`src/rtl/ser_shifter.sv`:
```
module ser_shifter #(
  parameter int HALF_BASE = 5
) (
  input  logic       clk,
  input  logic       rst_n,
  input  logic       cfg_ext_clk,
  input  logic [1:0] cfg_rate,
  input  logic       cfg_edge_fall,
  input  logic       cfg_len8,
  input  logic       cfg_lsb_first,
  input  logic       cfg_two_wire,
  input  logic       cfg_open_drain,
  input  logic       irq_en,
  input  logic       start,
  input  logic [7:0] tx_data,
  output logic [7:0] rx_data,
  output logic       busy,
  output logic       done,
  output logic       irq,
  input  logic       sck_i,
  output logic       sck_o,
  output logic       sck_oe,
  input  logic       sd_in,
  input  logic       sdio_in,
  output logic       sd_out,
  output logic       sd_oe
);
  localparam int HMAX = HALF_BASE * 6;
  localparam int CW = $clog2(HMAX);

  logic [2:0]    sck_s;
  logic [1:0]    din_s;
  logic [CW-1:0] hcnt, half_lim;
  logic [2:0]    bitcnt;
  logic [7:0]    txs, rxs;
  logic          lvl;

  always_comb begin
    case (cfg_rate)
      2'd0:    half_lim = CW'(HALF_BASE - 1);
      2'd1:    half_lim = CW'(HALF_BASE * 2 - 1);
      2'd2:    half_lim = CW'(HALF_BASE * 3 - 1);
      default: half_lim = CW'(HMAX - 1);
    endcase
  end

  wire din_raw  = cfg_two_wire ? sdio_in : sd_in;
  wire ext_act  = sck_s[1] ^ cfg_edge_fall;
  wire ext_prev = sck_s[2] ^ cfg_edge_fall;
  wire m_tick   = busy & ~cfg_ext_clk & (hcnt == half_lim);
  wire ev_act   = cfg_ext_clk ? (busy & ext_act & ~ext_prev) : (m_tick & ~lvl);
  wire ev_idle  = cfg_ext_clk ? (busy & ~ext_act & ext_prev) : (m_tick & lvl);
  wire last_bit = bitcnt == (cfg_len8 ? 3'd7 : 3'd3);
  wire txbit    = cfg_lsb_first ? txs[0] : (cfg_len8 ? txs[7] : txs[3]);
  wire od_data  = cfg_two_wire | cfg_open_drain;
  wire sck_lvl  = lvl ^ cfg_edge_fall;

  always_ff @(posedge clk or negedge rst_n) begin
    if (!rst_n) begin
      sck_s <= '0;
      din_s <= '0;
    end else begin
      sck_s <= {sck_s[1:0], sck_i};
      din_s <= {din_s[0], din_raw};
    end
  end

  always_ff @(posedge clk or negedge rst_n) begin
    if (!rst_n) begin
      busy   <= 1'b0;
      done   <= 1'b0;
      lvl    <= 1'b0;
      hcnt   <= '0;
      bitcnt <= '0;
      txs    <= '0;
      rxs    <= '0;
    end else begin
      done <= 1'b0;
      if (start && !busy) begin
        busy   <= 1'b1;
        txs    <= tx_data;
        rxs    <= '0;
        bitcnt <= '0;
        lvl    <= 1'b0;
        hcnt   <= '0;
      end else if (busy) begin
        if (!cfg_ext_clk) begin
          hcnt <= m_tick ? '0 : hcnt + 1'b1;
          if (m_tick) lvl <= ~lvl;
        end
        if (ev_act) begin
          if (!cfg_lsb_first) rxs <= {rxs[6:0], din_s[1]};
          else if (cfg_len8)  rxs <= {din_s[1], rxs[7:1]};
          else                rxs <= {4'b0, din_s[1], rxs[3:1]};
        end
        if (ev_idle) begin
          if (last_bit) begin
            busy <= 1'b0;
            done <= 1'b1;
          end else begin
            bitcnt <= bitcnt + 1'b1;
            txs    <= cfg_lsb_first ? {1'b0, txs[7:1]} : {txs[6:0], 1'b0};
          end
        end
      end
    end
  end

  assign rx_data = rxs;
  assign irq     = done & irq_en;
  assign sd_out  = od_data ? 1'b0 : txbit;
  assign sd_oe   = od_data ? (busy & ~txbit) : 1'b1;
  assign sck_o   = cfg_open_drain ? 1'b0 : sck_lvl;
  assign sck_oe  = cfg_ext_clk ? 1'b0 : (cfg_open_drain ? ~sck_lvl : 1'b1);
endmodule

```
`config.mk`:
```
export PLATFORM = sky130hd
export DESIGN_NAME = ser_shifter
export DESIGN_NICKNAME = d
export VERILOG_FILES = /design/src/rtl/ser_shifter.sv
export SDC_FILE = /design/constraint.sdc
export NUM_CORES = 1
export LEC_CHECK = 0
export BUFFER_PORTS_ARGS = -buffer_cell sky130_fd_sc_hd__buf_2
export CORE_MARGIN = 5
export CORE_UTILIZATION = 55
export DETAILED_ROUTE_END_ITERATION = 6
export PLACE_DENSITY = 0.79
export SYNTH_ARGS = -nofsm -noshare
export SYNTH_HDL_FRONTEND = slang
export SYNTH_SLANG_ARGS = --single-unit
```
`constraint.sdc`:
```
create_clock -name clk -period 2.1 [get_ports clk]
set_input_delay 0.105 -clock clk [delete_from_list [all_inputs] [get_ports clk]]
set_output_delay 0.105 -clock clk [all_outputs]
set_load 0.005 [all_outputs]
```
* Yosys cells after proc, flatten, opt, wreduce, memory -nomap -nowiden *
Index checks and enable logic that the tools add are counted.

storage, ports and cells
  logic and storage cells = 90
  register bits after elaboration = 32
  input port bits = 23

cells by class
  multiplexer cells = 42
  reductions and logical operators = 11
  add/subtract/negate cells = 2
  equality and inequality tests = 6
  bitwise operators = 20

operators with widths
  operator                                                                 count
  8-bit 2-to-1 mux                                                         10
  1-bit 2-to-1 mux                                                         22
  5-bit 2-to-1 mux                                                         4
  3-bit 2-to-1 mux                                                         5
  5-bit case mux with 3 select lines                                       1
  1-bit AND                                                                10
  2-bit nonzero test                                                       4
  1-bit NOT                                                                6
  3-bit AND reduction                                                      2
  5-bit by 1-bit adder with 5-bit output, second input constant            1
  5-bit == test                                                            1
  2-bit by 1-bit inequality test with 1-bit output, second input constant  2
  2-bit AND reduction                                                      2
  3-bit by 1-bit adder with 3-bit output, second input constant            1
  3-bit == test                                                            1
  1-bit bitwise XOR                                                        3
  2-bit by 1-bit == test with 1-bit output, second input constant          1
  2-bit == test, second input constant                                     1
  2-bit zero test                                                          1
  1-bit logical AND                                                        1
  1-bit zero test                                                          1
  1-bit bitwise OR                                                         1

* Logic depth before layout (Yosys ltp) *
  depth in word-level cells = 9
  mapped depth = 7
  gate-level depth less buffers = 5

* Worst setup path after synthesis *
No wires, ideal clock.

  path kind = reg-to-reg
  start point = register hcnt[1]
  end point = register txs[0]
  data arrival time = 1.697 ns
  path buffers = 1
  setup slack = 0.259 ns
  data required time = 1.956 ns
  library setup time = 0.144 ns
  stages on the path, launching flop included = 7
  path through = dfrtp_1 > nor3_1 > nor3_4 > or3_1 > buf_4 > nor4b_2 > a2111oi_2

on the way
  longest elaborated chain between the ends = 6

ends and longest elaborated chain
  item                           line  source
  from (decl)                    33    logic [CW-1:0] hcnt, half_lim;
  from (signal assigned)         88    hcnt <= m_tick ? '0 : hcnt + 1'b1;
  5-bit == test                  50    wire m_tick = busy & ~cfg_ext_clk & (hcnt == half_lim);
  1-bit AND                      50
  1-bit AND                      52    wire ev_idle = cfg_ext_clk ? (busy & ~ext_act & ext_prev) : (m_tick & lvl);
  1-bit 2-to-1 mux               52
  2-bit nonzero test (no line)   n/a
  3-bit AND reduction (no line)  n/a
  to (signal assigned)           81    txs <= tx_data;
  to (signal assigned)           102   txs <= cfg_lsb_first ? {1'b0, txs[7:1]} : {txs[6:0], 1'b0};
  to (decl)                      35    logic [7:0] txs, rxs;

No other way between the ends.
A chain may end at the register's enable or synchronous reset.

* Worst setup path in the final report *
  start point = register hcnt[2]
  end point = register rxs[4] (netlist: rx_data[4])

on the way
  longest elaborated chain between the ends = 6

ends and longest elaborated chain
  item                           line  source
  5-bit == test                  50
  1-bit AND                      50
  1-bit AND                      51    wire ev_act = cfg_ext_clk ? (busy & ext_act & ~ext_prev) : (m_tick & ~lvl);
  1-bit 2-to-1 mux               51
  2-bit nonzero test (no line)   n/a
  2-bit AND reduction (no line)  n/a
  to (signal assigned)           92    if (!cfg_lsb_first) rxs <= {rxs[6:0], din_s[1]};
  to (signal assigned)           93    else if (cfg_len8) rxs <= {din_s[1], rxs[7:1]};
  to (signal assigned)           94    else rxs <= {4'b0, din_s[1], rxs[3:1]};
  to (decl)                      35

No other way between the ends.

==> summary.txt <==
Pwr
  • Clk pwr share: 18.5%
  • Power per cell area: 1084 nW/µm²
  • Switch share: between 30% and 40%
  • Net load switching power: approximately 1.0 mW
  • Lkg Pwr: about 1.1 nW
  • Int Power: between 1.5 and 2 mW
  • Max IR drop VDD: 0.5443 mV
  • Reg power frac: 42.4%
  • Comb pwr share: 39.1%

Floorplanning
  • Core Region: 3661 µm²
  • Num rows: 22
  • Die width: 71.42 µm
  • Starting Density: 56.66%
  • Die area: between 5000 and 6000 µm²
  • Ports: 38
  • Die Y: slightly above 70 µm

Detailed routing
  • Vias after detailed routing: 1,801
  • Total Wirelength: 4.603 mm
  • Starting DRC count in detailed routing: 196
  • DRC: 0
  • Final ANT Viol Nets: 0
  • First-pass detailed-route iteration total: 4
  • Routed length per instance: 14.94 µm
  • Via density: 5.847

Layout
  • Share of layout cells above drive strength 1: around a quarter
  • Syn-to-layout area delta: 17.67%
  • Inserted Diodes: 0
  • Final net count: around 280
  • Post-layout util: 66.68%
  • Commonest non-fill, non-tap cells in the layout: buf_2, dfrtp_1, nand2_1, o21ai_1, mux2i_1
  • Most common cell after layout, fill and taps aside: buf_2
  • Fillcell total: 312
  • FF+latch area: 800.8 µm²
  • Multi-input logic area: 1201 µm²

Timing
  • Rel. slew slack: 51.22%
  • Setup TNS Final: 0 ps
  • RSZ-0062 raised after global routing: no
  • Measured slew at the worst slew-check pin: 731.7 ps
  • Setup violators final: 0
  • Final Max Slew Viols: 0
  • Fmax: 506.8 MHz
  • Final Hold Vio Count: 0
  • Fin crit share: between 90% and 100%
  • Final Critical Period: around 2000 ps
  • Clock skew: 5.795 ps

Synth
  • Post-synthesis async set-or-reset flop share: 100.0%
  • Post-synthesis sequential area ratio: roughly two fifths
  • Flops & latches, synth: 32
  • Leading area contributor after synthesis: dfrtp_1
  • Top cells by area, synth: dfrtp_1, mux2i_1, nand2_1
  • Post-Syn Area: 2074 µm²
  • Avg Inst Size Synth: about 9.5 µm²
  • Synth cell types: 54
  • YS warnings: 0
  • Most used DFF post-synth: dfrtp_1
  • Mapped Nets: 243
  • Cell count after synthesis: 218
  • Share of the synthesized area in the top cell type: 38.60%
  • Post-synth EDFFs: 0

Clocking
  • Clk slew on worst S/H paths: 70 ps
  • Clock root cell: clkbuf_8
  • Resized cells post-CTS: 0
  • Maximum root-to-sink buffer count: 2
  • CTS tree: built
  • Clk sink count: 32
  • CTS Buf Count: 5
  • Clk_lat worst skew: 280 ps
  • H-tree Lvls: 2

Global route
  • Initial antenna violation count: 0
  • First-pass GRT wire length: 8.211 mm
  • Grt ovf: 0
  • Pin count of the biggest net entering global routing: 33
  • GRT Overall Usage: 19.78%
  • Vias in the first global route: 1,725

Setup path
  • Critical Path Fanout Max: 13
  • Worst Setup Start Kind: register
  • Crit path DAT: 2140 ps
  • Crit Path Category: reg -> reg
  • CP required: 2270 ps
  • CP endpoint kind: register
  • Worst R2R Setup Slack: 130 ps

Outcome
  • Status: finished, final reports clean

Placement
  • Half-perimeter wire length after placement: 3.290 mm
  • I/O Buffers: 37
  • Final Wtd Congestion: approximately 0.83

Run
  • Number of max-cap violations: 0

Hold path
  • HP Class: in -> reg
==> final timing paths <==
kind / from / to / cells past startpoint
setup / recovery: hcnt[2]$_DFFE_PN0P_ / rx_data[4]$_DFFE_PN0P_ / 6
hold / removal: tx_data[6] / txs[6]$_DFFE_PN0P_ / 3
setup reg to reg: hcnt[2]$_DFFE_PN0P_ / rx_data[4]$_DFFE_PN0P_ / 6
hold reg to reg: din_s[0]$_DFF_PN0_ / din_s[1]$_DFF_PN0_ / 0
max in group asynchronous: rst_n / rx_data[7]$_DFFE_PN0P_ / 2
min in group asynchronous: rst_n / txs[2]$_DFFE_PN0P_ / 2
==> sequential cells by signal, indices dropped and copies added, names as in the netlist <==
name / cells
sck_s: 3
busy: 1
rx_data: 8
din_s: 2
bitcnt: 3
lvl: 1
done: 1
txs: 8
hcnt: 5
==> power by group through the flow <==
stage	Sequential (mW)	Clock, mW	Combinational [mW]
4_1_cts	1.12	0.496	1.04
6_report	1.12	0.489	1.04
3_5_place_dp	1.13	0	1.03
2_1_floorplan	1.06	0	0.775
5_1_grt	1.17	0.519	1.18
3_3_place_gp	1.12	0	1.01
==> per-layer routing <==
layer	global-route usage (%)	share of wire, %	routed length [µm]	up-vias
met5	0	0	0	-
met4	5.637	1.1	51	0
met3	4.769	6.9	319	6
met2	30.61	46	2138	58
met1	27.59	45	2094	850
li1	-	-	-	887
==> synthesized netlist by cell type, drive strengths merged, types with 4 or more instances <==
library cell,instances
clkbuf,6
a22o,5
nor3b,4
dfrtp,32
nand2b,4
o211ai,4
or2,5
nor2,11
mux2i,12
a21oi,12
a32o,5
nor3,4
o21ai,23
xnor2,4
nand2,30
nand3,11
buf,7
==> repair_timing <==
action / in CTS / in global routing
hold buffers: 2 / 0
hold endpoints to repair: 33 / 0
setup buffers: 0 / 0
==> per-stage QoR <==
stage	setup slack, ps	power (mW)	cell area [µm²]	hold slack, ps	std cells
3_3_place_gp	190.2	2.126	2331	203.1	298
6_report	126.8	2.646	2441	27.00	308
4_1_cts	122.0	2.661	2441	24.73	308
2_1_floorplan	259.4	1.834	2074	-190.6	218
5_1_grt	48.00	2.862	2441	40.71	308
3_5_place_dp	133.7	2.166	2331	204.8	298
==> final cells by class <==
class / instances / share of cell area (%)
clock buffers: 8 / 3.690
inverters: 3 / 0.4613
multi-input cells: 170 / 49.21
flip-flops and latches: 32 / 32.80
well taps: 48 / 2.460
repair buffers: 47 / 11.38
==> critical path, cell delays in order (launching register included) <==
cell	delay [ps]
dfrtp_1	460
and2b_1	200
o211ai_4	130
o41ai_4	390
buf_12	180
mux2_1	320
a22o_1	180
==> cell families after synthesis <==
kind of cell               after synthesis  share of synthesized area [%]
buffers and inverters                   16                          3.498
adders and majority gates                2                          1.206
xor gates and xnor gates                 4                          2.051
AOI/OAI and AO/OA                       65                          24.49
DFF                                     32                          38.60
muxes                                   15                          7.419
and+or+nand+nor                         84                          22.74
(Power assumes the default switching activity.)
